[src/rtl/spi_port_pkg.sv]
package spi_port_pkg;

    // Control register layout; collision flag sits in the top bit.
    typedef struct packed {
        logic       wcol;
        logic       ovf;
        logic       en;
        logic       cpol;
        logic       slave;
        logic       use_ss;
        logic [1:0] div_sel;
    } ctrl_t;

    // One serial clock event, shared by the master generator and slave front end.
    typedef struct packed {
        logic lead;
        logic trail;
        logic fin;
    } sck_ev_t;

    localparam logic [1:0] ADDR_CTRL = 2'd0;
    localparam logic [1:0] ADDR_STAT = 2'd1;
    localparam logic [1:0] ADDR_DATA = 2'd2;

endpackage

[src/rtl/spi_port_clkgen.sv]
module spi_port_clkgen
    import spi_port_pkg::*;
#(
    parameter int W        = 8,
    parameter int DIV_BASE = 1,
    parameter int DIVW     = 4
) (
    input  logic       clk,
    input  logic       rst_n,
    input  logic       en,
    input  logic       start,
    input  logic       cpol,
    input  logic [1:0] div_sel,
    output logic       sck,
    output logic       busy,
    output sck_ev_t    ev
);
    localparam int CW    = DIVW + 3;
    localparam int TICKS = 2 * W;
    localparam int TW    = $clog2(TICKS + 1);

    typedef struct packed {
        logic          busy;
        logic          sck;
        logic [CW-1:0] cnt;
        logic [TW-1:0] tick;
    } gen_t;

    gen_t st_d, st_q;
    logic [CW-1:0] half_m1;

    assign half_m1 = (CW'(DIV_BASE) << div_sel) - CW'(1);

    always_comb begin
        st_d     = st_q;
        ev       = '0;
        if (!en) begin
            st_d      = '0;
            st_d.sck  = cpol;
        end else if (start) begin
            st_d.busy = 1'b1;
            st_d.sck  = cpol;
            st_d.cnt  = '0;
            st_d.tick = '0;
        end else if (st_q.busy) begin
            if (st_q.cnt == half_m1) begin
                st_d.cnt = '0;
                if (st_q.tick == TW'(TICKS)) begin
                    ev.fin    = 1'b1;
                    st_d.busy = 1'b0;
                end else begin
                    st_d.sck  = ~st_q.sck;
                    ev.lead   = ~st_q.tick[0];
                    ev.trail  = st_q.tick[0];
                    st_d.tick = st_q.tick + TW'(1);
                end
            end else begin
                st_d.cnt = st_q.cnt + CW'(1);
            end
        end else begin
            st_d.sck = cpol;
        end
    end

    always_ff @(posedge clk or negedge rst_n) begin
        if (!rst_n) st_q <= '0;
        else        st_q <= st_d;
    end

    assign sck  = st_q.sck;
    assign busy = st_q.busy;

endmodule

[src/rtl/spi_port_sfront.sv]
module spi_port_sfront
    import spi_port_pkg::*;
#(
    parameter int SYNC_STAGES = 2
) (
    input  logic    clk,
    input  logic    rst_n,
    input  logic    active,
    input  logic    cpol,
    input  logic    use_ss,
    input  logic    sck_i,
    input  logic    ss_n_i,
    input  logic    sdi_i,
    output sck_ev_t ev,
    output logic    sdi_s,
    output logic    selected
);
    localparam int S = SYNC_STAGES;

    typedef struct packed {
        logic [S-1:0] sck_sh;
        logic [S-1:0] ss_sh;
        logic [S-1:0] sdi_sh;
        logic         sck_p;
    } front_t;

    front_t st_d, st_q;
    logic   sck_s;
    logic   edge_seen;

    assign sck_s    = st_q.sck_sh[S-1];
    assign sdi_s    = st_q.sdi_sh[S-1];
    assign selected = ~use_ss | ~st_q.ss_sh[S-1];

    always_comb begin
        st_d        = st_q;
        st_d.sck_sh = {st_q.sck_sh[S-2:0], sck_i};
        st_d.ss_sh  = {st_q.ss_sh[S-2:0], ss_n_i};
        st_d.sdi_sh = {st_q.sdi_sh[S-2:0], sdi_i};
        st_d.sck_p  = sck_s;
        edge_seen   = active & selected & (sck_s != st_q.sck_p);
        ev.lead     = edge_seen & (st_q.sck_p == cpol);
        ev.trail    = edge_seen & (st_q.sck_p != cpol);
        ev.fin      = 1'b0;
    end

    always_ff @(posedge clk or negedge rst_n) begin
        if (!rst_n) begin
            st_q       <= '0;
            st_q.ss_sh <= '1;
        end else begin
            st_q <= st_d;
        end
    end

endmodule

[src/rtl/spi_port_shift.sv]
module spi_port_shift
    import spi_port_pkg::*;
#(
    parameter int W = 8
) (
    input  logic         clk,
    input  logic         rst_n,
    input  logic         clr,
    input  logic         load,
    input  logic [W-1:0] load_data,
    input  logic         cpha,
    input  logic         smp_late,
    input  sck_ev_t      ev,
    input  logic         sdi,
    output logic         sdo,
    output logic [W-1:0] rx_data,
    output logic         done,
    output logic         mid
);
    localparam int EW = $clog2(2 * W);
    localparam int SW = $clog2(W);

    typedef struct packed {
        logic [W-1:0]  tx;
        logic [W-1:0]  rx;
        logic          sdo;
        logic [EW-1:0] ecnt;
        logic [SW-1:0] scnt;
        logic          done;
    } shf_t;

    shf_t st_d, st_q;
    logic shift_now;
    logic sample_now;

    always_comb begin
        st_d      = st_q;
        st_d.done = 1'b0;
        shift_now = cpha ? ev.lead : ev.trail;
        if (smp_late)
            sample_now = cpha ? ((ev.lead && st_q.ecnt != '0) || ev.fin) : ev.trail;
        else
            sample_now = cpha ? ev.trail : ev.lead;

        if (ev.lead || ev.trail)
            st_d.ecnt = (st_q.ecnt == EW'(2 * W - 1)) ? '0 : st_q.ecnt + EW'(1);

        if (shift_now) begin
            st_d.sdo = cpha ? st_q.tx[W-1] : st_q.tx[W-2];
            st_d.tx  = st_q.tx << 1;
        end

        if (sample_now) begin
            st_d.rx = {st_q.rx[W-2:0], sdi};
            if (st_q.scnt == SW'(W - 1)) begin
                st_d.scnt = '0;
                st_d.done = 1'b1;
            end else begin
                st_d.scnt = st_q.scnt + SW'(1);
            end
        end

        if (clr) begin
            st_d.ecnt = '0;
            st_d.scnt = '0;
        end

        if (load) begin
            st_d.tx   = load_data;
            st_d.sdo  = load_data[W-1];
            st_d.ecnt = '0;
            st_d.scnt = '0;
        end
    end

    always_ff @(posedge clk or negedge rst_n) begin
        if (!rst_n) st_q <= '0;
        else        st_q <= st_d;
    end

    assign sdo     = st_q.sdo;
    assign rx_data = st_q.rx;
    assign done    = st_q.done;
    assign mid     = (st_q.ecnt != '0);

endmodule

[src/rtl/spi_port.sv]
module spi_port
    import spi_port_pkg::*;
#(
    parameter int DIV_BASE    = 1,
    parameter int DIVW        = 4,
    parameter int SYNC_STAGES = 2
) (
    input  logic       clk,
    input  logic       rst_n,
    input  logic [1:0] reg_addr,
    input  logic       reg_wr,
    input  logic       reg_rd,
    input  logic [7:0] reg_wdata,
    output logic [7:0] reg_rdata,
    output logic       irq_o,
    input  logic       sck_i,
    output logic       sck_o,
    output logic       sck_oe,
    input  logic       ss_n_i,
    input  logic       sdi_i,
    output logic       sdo_o,
    output logic       sdo_oe
);
    localparam int W = 8;

    typedef struct packed {
        ctrl_t        ctrl;
        logic         smp;
        logic         cpha;
        logic         bf;
        logic         irq;
        logic [W-1:0] buf_r;
    } port_t;

    port_t st_d, st_q;

    logic         master_en, slave_en, busy, data_wr, start, load, clr;
    logic         m_sck, m_busy, s_sdi, s_sel, sh_sdo, sh_done, sh_mid, sdi_mux;
    logic [W-1:0] sh_rx;
    sck_ev_t      m_ev, s_ev, ev;

    assign master_en = st_q.ctrl.en & ~st_q.ctrl.slave;
    assign slave_en  = st_q.ctrl.en & st_q.ctrl.slave;
    assign busy      = st_q.ctrl.slave ? sh_mid : m_busy;
    assign data_wr   = reg_wr && (reg_addr == ADDR_DATA);
    assign load      = data_wr && !busy;
    assign start     = load && master_en;
    assign clr       = ~st_q.ctrl.en | (st_q.ctrl.slave & ~s_sel);
    assign ev        = master_en ? m_ev : s_ev;
    assign sdi_mux   = st_q.ctrl.slave ? s_sdi : sdi_i;

    spi_port_clkgen #(.W(W), .DIV_BASE(DIV_BASE), .DIVW(DIVW)) i_clkgen (
        .clk     (clk),
        .rst_n   (rst_n),
        .en      (master_en),
        .start   (start),
        .cpol    (st_q.ctrl.cpol),
        .div_sel (st_q.ctrl.div_sel),
        .sck     (m_sck),
        .busy    (m_busy),
        .ev      (m_ev)
    );

    spi_port_sfront #(.SYNC_STAGES(SYNC_STAGES)) i_sfront (
        .clk      (clk),
        .rst_n    (rst_n),
        .active   (slave_en),
        .cpol     (st_q.ctrl.cpol),
        .use_ss   (st_q.ctrl.use_ss),
        .sck_i    (sck_i),
        .ss_n_i   (ss_n_i),
        .sdi_i    (sdi_i),
        .ev       (s_ev),
        .sdi_s    (s_sdi),
        .selected (s_sel)
    );

    spi_port_shift #(.W(W)) i_shift (
        .clk       (clk),
        .rst_n     (rst_n),
        .clr       (clr),
        .load      (load),
        .load_data (reg_wdata),
        .cpha      (st_q.cpha),
        .smp_late  (st_q.smp & ~st_q.ctrl.slave),
        .ev        (ev),
        .sdi       (sdi_mux),
        .sdo       (sh_sdo),
        .rx_data   (sh_rx),
        .done      (sh_done),
        .mid       (sh_mid)
    );

    always_comb begin
        st_d = st_q;
        // a read of the data register acknowledges the byte
        if (reg_rd && reg_addr == ADDR_DATA) begin
            st_d.bf  = 1'b0;
            st_d.irq = 1'b0;
        end
        // completed byte: buffer it, or flag overflow and keep the old one
        if (sh_done) begin
            st_d.irq = 1'b1;
            if (st_q.bf) begin
                st_d.ctrl.ovf = 1'b1;
            end else begin
                st_d.buf_r = sh_rx;
                st_d.bf    = 1'b1;
            end
        end
        if (reg_wr) begin
            unique case (reg_addr)
                ADDR_CTRL: st_d.ctrl = ctrl_t'(reg_wdata);
                ADDR_STAT: begin
                    st_d.smp  = reg_wdata[7];
                    st_d.cpha = reg_wdata[6];
                end
                ADDR_DATA: begin
                    if (busy) st_d.ctrl.wcol = 1'b1;
                    else      st_d.buf_r     = reg_wdata;
                end
                default: ;
            endcase
        end
    end

    always_ff @(posedge clk or negedge rst_n) begin
        if (!rst_n) st_q <= '0;
        else        st_q <= st_d;
    end

    always_comb begin
        unique case (reg_addr)
            ADDR_CTRL: reg_rdata = st_q.ctrl;
            ADDR_STAT: reg_rdata = {st_q.smp, st_q.cpha, 3'b000, st_q.irq, busy, st_q.bf};
            ADDR_DATA: reg_rdata = st_q.buf_r;
            default:   reg_rdata = '0;
        endcase
    end

    assign irq_o  = st_q.irq;
    assign sck_o  = m_sck;
    assign sck_oe = master_en;
    assign sdo_o  = sh_sdo;
    assign sdo_oe = master_en | (slave_en & s_sel);

endmodule

[config.mk]
export PLATFORM = sky130hd
export DESIGN_NAME = spi_port
export DESIGN_NICKNAME = d
export VERILOG_FILES = /design/src/rtl/spi_port_pkg.sv /design/src/rtl/spi_port_clkgen.sv /design/src/rtl/spi_port_sfront.sv /design/src/rtl/spi_port_shift.sv /design/src/rtl/spi_port.sv
export SDC_FILE = /design/constraint.sdc
export NUM_CORES = 1
export LEC_CHECK = 0
export ABC_AREA = 1
export BUFFER_PORTS_ARGS = -buffer_cell sky130_fd_sc_hd__buf_4
export CAP_MARGIN = 15
export CELL_PAD_IN_SITES_DETAIL_PLACEMENT = 0
export CELL_PAD_IN_SITES_GLOBAL_PLACEMENT = 1
export CORE_MARGIN = 3
export CORE_UTILIZATION = 32
export CTS_CLUSTER_DIAMETER = 120
export CTS_CLUSTER_SIZE = 40
export DETAILED_ROUTE_END_ITERATION = 16
export PLACE_DENSITY_LB_ADDON = 0.1
export SETUP_SLACK_MARGIN = 0.4
export SYNTH_ARGS = -nofsm -noshare
export SYNTH_HDL_FRONTEND = slang
export SYNTH_HIERARCHICAL = 1
export SYNTH_SLANG_ARGS = --single-unit
[constraint.sdc]
create_clock -name clk -period 7.6 [get_ports clk]
set_clock_uncertainty 0.05 [all_clocks]
set_input_delay 1.14 -clock clk [delete_from_list [all_inputs] [get_ports clk]]
set_output_delay 1.14 -clock clk [all_outputs]
set_load 0.03 [all_outputs]
==> results of run 1 <==
[cells by family (layout without fill, tap and decap cells)]
| logic type | Yosys count | after routing |
|---|---|---|
| AND/OR/NAND/NOR | 295 | 295 |
| buffers and inverters | 73 | 101 |
| flip-flops | 66 | 66 |
| AO/OA/AOI/OAI | 47 | 47 |
| adder cells (fa/ha/maj) | 8 | 8 |
| XOR/XNOR | 2 | 2 |
| other | 1 | 1 |
[metrics by stage]
stage          total power, uW  cell area (sq um)
5_1_grt                   1380               4330
6_report                  1290               4330
4_1_cts                   1310               4330
2_1_floorplan              753               3730
3_3_place_gp               839               4010
3_5_place_dp               840               4010
[layer usage]
| metal | up-vias | wire length, um | global-route usage |
|---|---|---|---|
| met2 | 64 | 4050 | 0.231 |
| met3 | 10 | 547 | 0.0345 |
| li1 | 1622 | - | - |
| met4 | 0 | 111 | 0.0451 |
| met1 | 1422 | 4830 | 0.231 |
| met5 | - | 0 | 0 |
[flip-flops by register name, summed over array words and instances (netlist names)]
signal           cells
i_sfront/st_q        2
i_clkgen/sck         1
i_shift/done         1
i_clkgen/st_q       12
i_shift/rx_data      8
i_shift/sdo          1
i_sfront/st_d        3
i_sfront/sdi_s       1
irq_o                1
st_q                19
i_sfront/sck_s       1
i_clkgen/busy        1
i_shift/st_q        15
[critical path, cell delays in order]
cell and delay (ns):
buf_4 0.12, nor2_1 0.70, inv_1 0.12, o21ai_0 0.19, buf_4 0.19
[final cells by class]
| type | count | area (sq um) |
|---|---|---|
| fillers | 1186 | 6790 |
| multi-input cells | 353 | 1750 |
| flip-flops and latches | 66 | 1650 |
| clock buffers | 9 | 225 |
| repair buffers | 29 | 218 |
| inverters | 56 | 210 |
| well taps | 140 | 175 |
| clock inverters | 7 | 103 |
[path summary, 6_finish.rpt]
kind | endpoint | depth (start not counted)
setup / recovery | reg_rdata[3] | 5
hold / removal | i_sfront/sck_s$_DFF_PN0_ | 0
setup reg to reg | i_shift/st_q[1]$_DFFE_PN0P_ | 20
hold reg to reg | i_sfront/sck_s$_DFF_PN0_ | 0
max in group asynchronous | i_shift/st_q[23]$_DFFE_PN0P_ | 1
min in group asynchronous | i_clkgen/st_q[11]$_DFFE_PN0P_ | 1
[report_power, final]
group	switching [uW]	internal, uW	total [uW]
combinational	216	117	333
clock	169	290	459
sequential	63.2	435	498
[cell usage in the layout (no fill, tap or decap), types with 5 or more instances in the layout]
cell type,instances
dfrtp_1,64
nand2_4,5
nand2_2,6
nand2_1,159
inv_2,7
nand3_1,63
buf_4,29
ha_1,8
o21ai_0,18
nor2_1,37
a21oi_1,10
clkbuf_16,9
inv_1,48
o211ai_1,5
[Yosys cell counts (all sizes together) (2+ instances only)]
cell type  instances
nand4              4
nand3             64
a22o               2
buf               17
o211ai             5
nand2            170
nor2              45
a21oi             13
dfstp              2
ha                 8
nor3b              2
dfrtp             64
inv               55
o21ai             19
a22oi              3
nor3               4
nand3b             2
nor4               4
a31oi              3
==> out/metrics.csv, run 1 <==
stage;metric;value;unit
outcome;run status;complete, no violations;
clock_tree;Clock Path Buffers;2;
cells_and_area;Final Non-Filler Cells;660;
worst_setup_path;startpoint types;primary input;
worst_setup_path;path type of the worst setup path;in -> out;
synth;post-synth top area cell;dfrtp_1;
synth;number of flops mapped to enable cells by yosys;0;
floorplanning;die area;13000;sq um
clock_tree;clk slew on worst S/H paths;0.06;ns
synth;Primary FF master, synth;dfrtp_1;
timing;Final Hold Viols;0;
synth;Synthesis Warnings;6;
timing;Max Freq;274;MHz
cells_and_area;layout cells sized above 1;0.152;
synth;Adder-Cell Fraction of Synth Area;0.0268;
worst_setup_path;CP startpoint;reg_addr[1];
synth;Synth cell types;36;
drt;Avg Vias per Cell;4.72;
power_and_ir_drop;cell area power density;298;nW/um^2
clock_tree;clk sinks;66;
drt;DR DRC count;0;
power_and_ir_drop;Peak VDD IR;0.135;mV
floorplanning;Die Width;114;um
global_routing;first-pass GRT wire length;16000;um
worst_setup_path;WP data required;6.41;ns
synth;top cells by area, synth;dfrtp_1 (43%), nand2_1 (16%), nand3_1 (8.4%);
clock_tree;clock tree from TritonCTS;built;
global_routing;largest net degree at the start of global routing;67;
floorplanning;# IOs;30;
timing;final hold slack;0.289;ns
global_routing;Overflow after GRT;0;
synth;FF+latch count, synth;66;
placed_design;PortBufs;29;
clock_tree;Hold-fix buffers, CTS;0;
worst_setup_path;reg2reg setup slack;4.34;ns
synth;mux cell area share after synthesis;0;
cells_and_area;final core utilization;0.389;
drt;vias;3118;
worst_setup_path;RR Startpoint;i_shift/st_q[4]$_DFFE_PN0P_;
clock_tree;PostCTS Resize Cnt;0;
synth;xor/xnor cell area share of the yosys netlist;0.00469;
global_routing;initial antenna violation count;0;
global_routing;vias in the first global route;3127;
timing;Max transition margin;0.390;
drt;drt first pass iters;4;
floorplanning;core area;11100;sq um
synth;Mapped Area;3730;sq um
placed_design;dpl ws;3.92;ns
synth;Mapped Cells;492;
placed_design;HPWL after detailed placement;7040;um
drt;Final ANT Viol Nets;0;
clock_tree;Worst-Skew Late Latency;0.33;ns
run;Max Cap Violations;0;
synth;post-synthesis simple-gate area fraction;0.359;
floorplanning;Rows;38;
worst_setup_path;Crit path arrival time;2.46;ns
placed_design;GPL Wtd Cong;0.764;
timing;final-report max-slew violation count;0;
timing;Tcrit/Tclk final;0.480;
cells_and_area;area grow syn2layout;16.1;%
floorplanning;DIE HEIGHT;114;um
drt;DRT Wirelength;9540;um
global_routing;Tot GR Track Use;0.157;
synth;top cell type's share of synthesized area;0.429;
drt;per-cell routed wire length;14.5;um
timing;final setup fails;0;
floorplanning;Starting Density;0.336;
synth;Mean Syn Cell Area;7.59;sq um
cells_and_area;fin nets;540;
clock_tree;Max H-tree Level;3;
clock_tree;CTS root buffer;clkbuf_16;
synth;Synth Area in Compound Gates;0.0767;
synth;Seq/Total Area, Yosys;0.443;
cells_and_area;antenna cell count;0;
drt;first-iteration detailed-routing DRC count;166;
worst_setup_path;CP Capture Type;primary output;
timing;final worst setup slack;3.95;ns
clock_tree;cts bufs inserted;9;
timing;measured slew at the worst slew-check pin;0.912;ns
min_path;hold crit path type;reg -> reg;
min_path;hold wc startpoint;i_sfront/st_d[6]$_DFF_PN0_;
placed_design;placed insts;644;
worst_setup_path;crit-path max FO;12;
clock_tree;setup bufs post-CTS;0;
synth;Async SR Flop Fraction;1.00;
synth;synthesized net count;517;
timing;post-route minimum period;3.65;ns
power_and_ir_drop;Pleak;0.00217;uW
timing;RSZ-0062 raised after global routing;no;
synth;largest family of logic cells by synthesized area;simple AND/OR/NAND/NOR gates;
timing;setup TNS;0;ns
No activity file was read; power rests on OpenSTA's default activity.
==> run 2, diff against run 1 <==
clock period = 3.1 ns   (was 7.6 ns; I/O delays follow)
==> run 2 against run 1 <==
  * Critical path depth grew 17
  * Combinational power grew to 3.0 times the previous value
  * Setup slack lost 3.4 ns
  * Clock power grew to 2.5 times the previous value
  * Total power grew to 2.6 times the previous value
  * Register-to-register slack lost 3.8 ns
  * Critical path type is now reg -> reg
  * Highest routed layer unchanged
==> out/metrics.csv, run 2 (synthesis gave the netlist of run 1 again) <==
stage;metric;value;unit;change
worst_setup_path;CP Capture Type;flop;;
timing;Max Freq;398;MHz;
cells_and_area;Largest regs;st_q (19), i_shift/st_q (15), i_clkgen/st_q (12);;
worst_setup_path;worst path bufs/invs;6;;+3
global_routing;first-pass GRT wire length;16100;um;+0.91%
drt;DRT Wirelength;9800;um;+2.7%
worst_setup_path;path type of the worst setup path;reg -> reg;;
cells_and_area;max reg flops;19;;unchanged
drt;DR DRC count;0;;unchanged
floorplanning;Starting Density;0.336;;unchanged
timing;post-route minimum period;2.51;ns;
worst_setup_path;Crit path largest cell delay;0.37;ns;-0.33 ns
power_and_ir_drop;Pleak;0.00237;uW;+9.3%
floorplanning;Rows;38;;unchanged
global_routing;largest net degree at the start of global routing;67;;unchanged
clock_tree;Worst-Skew Late Latency;0.34;ns;about the same
drt;per-cell routed wire length;14.2;um;-1.8%
global_routing;Overflow after GRT;0;;unchanged
worst_setup_path;WP data required;3.27;ns;-3.14 ns
worst_setup_path;startpoint types;flop;;
drt;vias;3292;;+5.6%
worst_setup_path;Crit path arrival time;2.68;ns;+0.22 ns
cells_and_area;# fillers;1170;;-1.3%
drt;first-iteration detailed-routing DRC count;152;;-8.4%
floorplanning;Die Width;114;um;unchanged
timing;Tcrit/Tclk final;0.810;;
cells_and_area;layout cells sized above 1;0.225;;+0.0735
worst_setup_path;Crit path max-delay family;simple AND/OR/NAND/NOR gates;;
cells_and_area;most frequent cells in the layout;nand2_1 (154), dfrtp_1 (64), nand3_1 (60), buf_4 (50), inv_1 (46);;
placed_design;GPL Wtd Cong;0.774;;+1.3%
placed_design;dpl ws;0.134;ns;-3.78 ns
power_and_ir_drop;Reg power frac;0.358;;-0.028
power_and_ir_drop;P_sw;1130;uW;+150%
floorplanning;DIE HEIGHT;114;um;unchanged
timing;RSZ-0062 raised after global routing;yes;;
cells_and_area;area grow syn2layout;26.7;%;
timing;measured slew at the worst slew-check pin;0.894;ns;-0.0175 ns
cells_and_area;fin nets;570;;+5.6%
power_and_ir_drop;cell area power density;714;nW/um^2;+140%
worst_setup_path;Most common cell on crit path;nand2_1;;
timing;final setup fails;0;;unchanged
min_path;hold crit path type;in -> async;;
cells_and_area;FF/Latch Area;1650;sq um;unchanged
worst_setup_path;CP startpoint;i_shift/st_q[5]$_DFFE_PN0P_;;
power_and_ir_drop;Power Internal;2250;uW;+170%
clock_tree;Hold-fix buffers, CTS;0;;unchanged
global_routing;vias in the first global route;3131;;+0.13%
timing;Max transition margin;0.404;;+0.0139
global_routing;initial antenna violation count;0;;unchanged
run;Max Cap Violations;0;;unchanged
placed_design;PortBufs;29;;unchanged
timing;Final Hold Viols;0;;unchanged
clock_tree;cts bufs inserted;9;;unchanged
drt;Avg Vias per Cell;4.77;;+0.99%
placed_design;HPWL after detailed placement;7130;um;+1.2%
power_and_ir_drop;sw frac;0.333;;-0.0147
worst_setup_path;RR Startpoint;i_shift/st_q[5]$_DFFE_PN0P_;;
worst_setup_path;crit-path max FO;9;;-3
clock_tree;clk sinks;66;;unchanged
timing;final-report max-slew violation count;0;;unchanged
clock_tree;clk slew on worst S/H paths;0.06;ns;about the same
clock_tree;clock tree from TritonCTS;built;;
outcome;run status;complete, no violations;;
floorplanning;# IOs;30;;unchanged
power_and_ir_drop;Peak VDD IR;0.351;mV;+160%
clock_tree;CTS root buffer;clkbuf_16;;
power_and_ir_drop;combinational share of power;0.296;;+0.038
floorplanning;core area;11100;sq um;unchanged
power_and_ir_drop;Clock power frac;0.346;;-0.010
drt;drt first pass iters;4;;unchanged
cells_and_area;antenna cell count;0;;unchanged
worst_setup_path;CP max-delay cell;dfrtp_1;;
floorplanning;die area;13000;sq um;unchanged
cells_and_area;commonest non-fill, non-tap cell in the layout;nand2_1;;
cells_and_area;multi-input logic area;1860;sq um;+6.2%
timing;final worst setup slack;0.589;ns;-3.36 ns
worst_setup_path;critical path, cell by cell;inv_1 > ha_1 > nand2_1 > nand2_1 > nand2_2 > clkinv_4 > nand2_4 > nor2_2 > inv_2 > nand2_4 > nor2_4 > nand2_1 > nor2_1 > nand2_1 > nand2_2 > inv_2 > o21ai_4 > buf_6 > buf_6 > nand3b_1 > nand2_1 > nor2_1;;
global_routing;Tot GR Track Use;0.161;;+0.00356
timing;setup TNS;0;ns;unchanged
cells_and_area;Top reg by flops;st_q;;
clock_tree;Max H-tree Level;3;;unchanged
clock_tree;Clock Path Buffers;2;;unchanged
drt;Final ANT Viol Nets;0;;unchanged
==> run 2: cell types whose count changed in the layout (fill, tap and decap cells not counted), moves of 3 or more <==
| cell | previous run | this run |
|---|---|---|
| nand3_1 | 63 | 60 |
| nand2_1 | 159 | 154 |
| buf_6 | 0 | 8 |
| buf_4 | 29 | 50 |
==> run 2: path summary, 6_finish.rpt <==
path,slack (ns),end,cells after the start
setup / recovery,0.59,i_shift/st_q[2]$_DFFE_PN0P_,22
hold / removal,0.17,i_clkgen/st_q[11]$_DFFE_PN0P_,1
setup reg to reg,0.59,i_shift/st_q[2]$_DFFE_PN0P_,22
hold reg to reg,0.30,i_sfront/sdi_s$_DFF_PN0_,0
max in group asynchronous,2.20,i_clkgen/st_q[1]$_DFFE_PN0P_,1
min in group clk,0.19,i_sfront/st_d[4]$_DFF_PN1_,1
==> run 2: final cells by class <==
cell class / count / area share
multi-input cells: 353 / 0.393
flip-flops and latches: 66 / 0.350
repair buffers: 59 / 0.103
clock buffers: 9 / 0.0476
inverters: 56 / 0.0455
well taps: 140 / 0.0370
clock inverters: 7 / 0.0249
==> run 2: stage by stage <==
stage               instances  total power [uW]  hold WS [ns]   util  area [sq um]
floorplan                 492              1850         0.119      -          3730
global placement          651              2050         0.282  0.365          4060
detailed placement        651              2070         0.289  0.365          4060
CTS                       676              3300         0.171  0.404          4500
global route              690              3620         0.175  0.425          4730
finish                    690              3380         0.165  0.425          4730
==> run 2: power by group through the flow <==
stage                     logic (uW)  clock network, uW  registers [uW]
final                           1000               1170            1210
after global routing            1130               1250            1240
after CTS                        888               1210            1210
after detailed placement         842                  0            1220
after global placement           829                  0            1220
after floorplan                  646                  0            1200
==> run 2: routing by layer <==
layer  GRT usage  up-vias  wire, um
met5           0        -         0
met4      0.0721        0       204
met3      0.0281       15       400
met2       0.230       63      4010
met1       0.235     1531      5180
li1            -     1683         -
==> run 2: what timing repair did <==
item,4_1_cts,5_1_grt
cloned,0,0
pin swaps,3,15
resized for setup,3,30
buffers inserted,9,14
endpoints found under the setup margin,16,22
==> run 2: worst register-to-register path: cells and delay by family, from the launching register on <==
family | cells | cell delay [ns]
AND/OR/NAND/NOR | 14 | 1.12
AO/OA/AOI/OAI | 1 | 0.17
adder cells (fa/ha/maj) | 1 | 0.17
buffers and inverters | 6 | 0.54
flip-flops | 1 | 0.37
==> run 3, diff against run 2 <==
clock period = 2.06 ns   (was 3.1 ns; I/O delays follow)
==> run 3 against run 2 <==
  * Sequential power is 52% higher
  * Worst hold slack worse by 0.13 ns
  * Design area is 17% higher
  * Setup slack worse by 0.83 ns
  * Largest power group is now combinational cells
  * Non-clock buffer count is 69 higher
  * The flow now finishes with violations (setup timing)
  * Critical path depth stayed put
  * Combinational power is 98% higher
==> out/metrics.csv, run 3 (synthesis gave the netlist of run 1 again) <==
stage;metric;value;unit;change
outcome;run status;finished with violations;;
outcome;failing checks;setup timing;;
drt;DR DRC count;0;;unchanged
cells_and_area;area grow syn2layout;48.8;%;
cells_and_area;layout cells sized above 1;0.402;;+0.176
global_routing;largest net degree at the start of global routing;28;;-58%
timing;Tcrit/Tclk final;1.12;;+0.306
power_and_ir_drop;Pleak;0.00275;uW;+16%
clock_tree;cts bufs inserted;9;;unchanged
global_routing;Overflow after GRT;0;;unchanged
run;Max Cap Violations;0;;unchanged
clock_tree;clock tree from TritonCTS;built;;
power_and_ir_drop;cell area power density;936;nW/um^2;+31%
global_routing;met1 GRT Util;0.243;;+0.00793
floorplanning;Rows;38;;unchanged
timing;Final Hold Viols;0;;unchanged
drt;vias;3565;;+8.3%
floorplanning;# IOs;30;;unchanged
clock_tree;Clock Path Buffers;2;;unchanged
clock_tree;Max H-tree Level;3;;unchanged
drt;Final ANT Viol Nets;0;;unchanged
worst_setup_path;reg2reg setup slack;-0.24;ns;-0.83 ns
worst_setup_path;startpoint types;flop;;
clock_tree;clk sinks;66;;unchanged
worst_setup_path;reg2reg end;i_shift/st_q[2]$_DFFE_PN0P_;;
timing;final worst setup slack;-0.239;ns;-0.827 ns
cells_and_area;fin nets;640;;+12%
floorplanning;Die Width;114;um;unchanged
timing;final setup fails;25;;+25
floorplanning;core area;11100;sq um;unchanged
worst_setup_path;WP data required;2.23;ns;-1.04 ns
timing;setup TNS;-3.96;ns;-3.96 ns
cells_and_area;antenna cell count;0;;unchanged
min_path;WHS Path Cells;1;;
worst_setup_path;crit-path max FO;8;;-1
cells_and_area;commonest non-fill, non-tap cell in the layout;nand2_1;;
min_path;hold crit path type;in -> reg;;
global_routing;Tot GR Track Use;0.169;;+0.00872
cells_and_area;multi-input logic area;2120;sq um;+14%
timing;post-route minimum period;2.30;ns;-0.213 ns
timing;RSZ-0062 raised after global routing;yes;;
placed_design;placed insts;711;;+9.2%
global_routing;grt met3 use;0.0297;;+0.00159
global_routing;vias in the first global route;3588;;+15%
power_and_ir_drop;Peak VDD IR;0.668;mV;+91%
floorplanning;Starting Density;0.336;;unchanged
drt;DRT Wirelength;10500;um;+7.1%
global_routing;met2 usage in global routing;0.256;;+0.0262
worst_setup_path;CP startpoint;i_shift/st_q[4]$_DFFE_PN0P_;;
clock_tree;Worst-Skew Late Latency;0.33;ns;about the same
global_routing;first-pass GRT wire length;17400;um;+7.5%
drt;drt first pass iters;4;;unchanged
placed_design;GPL Wtd Cong;0.781;;+0.85%
drt;Avg Vias per Cell;4.69;;-1.7%
placed_design;PortBufs;29;;unchanged
cells_and_area;Largest regs;st_q (19), i_shift/st_q (15), i_clkgen/st_q (12);;
power_and_ir_drop;PnR Total Power;5200;uW;+54%
worst_setup_path;Crit path arrival time;2.47;ns;-0.21 ns
cells_and_area;FF/Latch Area;1660;sq um;about the same
placed_design;HPWL after detailed placement;7610;um;+6.8%
clock_tree;CTS root buffer;clkbuf_16;;
global_routing;busiest layer in global routing;met2;;
floorplanning;DIE HEIGHT;114;um;unchanged
worst_setup_path;Reg2Reg Depth;22;;unchanged
min_path;hold wc startpoint;sck_i;;
worst_setup_path;path type of the worst setup path;reg -> reg;;
cells_and_area;Top reg by flops;st_q;;
min_path;Worst Hold Endpoint;i_sfront/st_d[6]$_DFF_PN0_;;
drt;per-cell routed wire length;13.8;um;-2.8%
cells_and_area;max reg flops;19;;unchanged
drt;first-iteration detailed-routing DRC count;130;;-14%
global_routing;initial antenna violation count;0;;unchanged
worst_setup_path;CP Capture Type;flop;;
timing;final-report max-slew violation count;0;;unchanged
cells_and_area;# fillers;1116;;-4.6%
worst_setup_path;RR Startpoint;i_shift/st_q[4]$_DFFE_PN0P_;;
clock_tree;clk slew on worst S/H paths;0.05;ns;about the same
floorplanning;die area;13000;sq um;unchanged
cells_and_area;Final Non-Filler Cells;760;;+10%
cells_and_area;most frequent cells in the layout;nand2_1 (144), buf_4 (101), dfrtp_1 (63), nand3_1 (45), inv_1 (37);;
timing;Max Freq;435;MHz;+9.3%
## run 3: cell count changes in the layout (fill, tap and decap cells not counted), sizes merged, moves of 2 or more
cell / previous run / this run
buf: 59 / 127
bufinv: 3 / 0
clkbuf: 9 / 13
clkinv: 3 / 5
clkinvlp: 3 / 0
## run 3: critical path, cell delays in order (launching register included)
cell and delay (ns):
dfrtp_1 0.38, inv_2 0.09, ha_4 0.14, nand2_4 0.06, nand2_4 0.07, nand2_4 0.06
inv_4 0.06, nand2_4 0.05, nor2_4 0.12, inv_2 0.06, nand2_4 0.10, nor2_4 0.04
nand2_2 0.06, nor2_1 0.04, nand2_1 0.06, nand2_2 0.07, nand2_2 0.12, clkinv_2 0.07
nand2_2 0.10, nand2_8 0.10, buf_6 0.14, a21oi_2 0.10, nor2_1 0.05
## run 3: timing repair
action,4_1_cts,5_1_grt
setup endpoints to repair,49,44
pin swaps,29,27
buffers inserted,15,16
gates resized for setup,57,46
hold endpoints to repair,20,0
hold buffers,1,0
gates cloned,1,0
## run 3: final cells by class
type                            count  share of cell area
Tap cell                          140              0.0315
Clock inverter                      3             0.00270
Inverter                           56              0.0421
Sequential cell                    66               0.298
Timing Repair Buffer              128               0.199
Clock buffer                       13              0.0450
Multi-Input combinational cell    354               0.382
## run 3: metrics by stage
step	hold slack, ns	util	area (sq um)	setup slack [ns]
2_1_floorplan	-0.0366	-	3830	-0.250
3_3_place_gp	0.194	0.417	4640	-0.291
3_5_place_dp	0.198	0.417	4640	-0.346
4_1_cts	0.0240	0.468	5210	-0.234
5_1_grt	0.0229	0.499	5560	-0.418
6_report	0.0341	0.499	5560	-0.239
## run 3: worst max-delay path by stage
stage / end / depth (start not counted)
after floorplan: i_shift/st_q[2]$_DFFE_PN0P_ / 22
after global placement: i_shift/rx_data[6]$_DFFE_PN0N_ / 20
after global routing: i_shift/st_q[1]$_DFFE_PN0P_ / 20
after CTS: i_shift/st_q[3]$_DFFE_PN0P_ / 18
after detailed placement: i_shift/st_q[1]$_DFFE_PN0P_ / 19
final: i_shift/st_q[2]$_DFFE_PN0P_ / 22
## run 3: routing by layer
layer,routed length [um],part of all wire,vias up
li1,-,-,1826
met5,0,0,-
met4,162,0.015,0
met1,5340,0.51,1679
met2,4690,0.45,48
met3,291,0.028,12
## run 3: report_power, final
group          switching [uW]  internal [uW]  total [uW]  leakage (uW)
clock network             540            841        1380      0.000133
registers                 231           1610        1840      0.000845
logic                    1050            935        1980       0.00177
total                    1820           3380        5200       0.00275
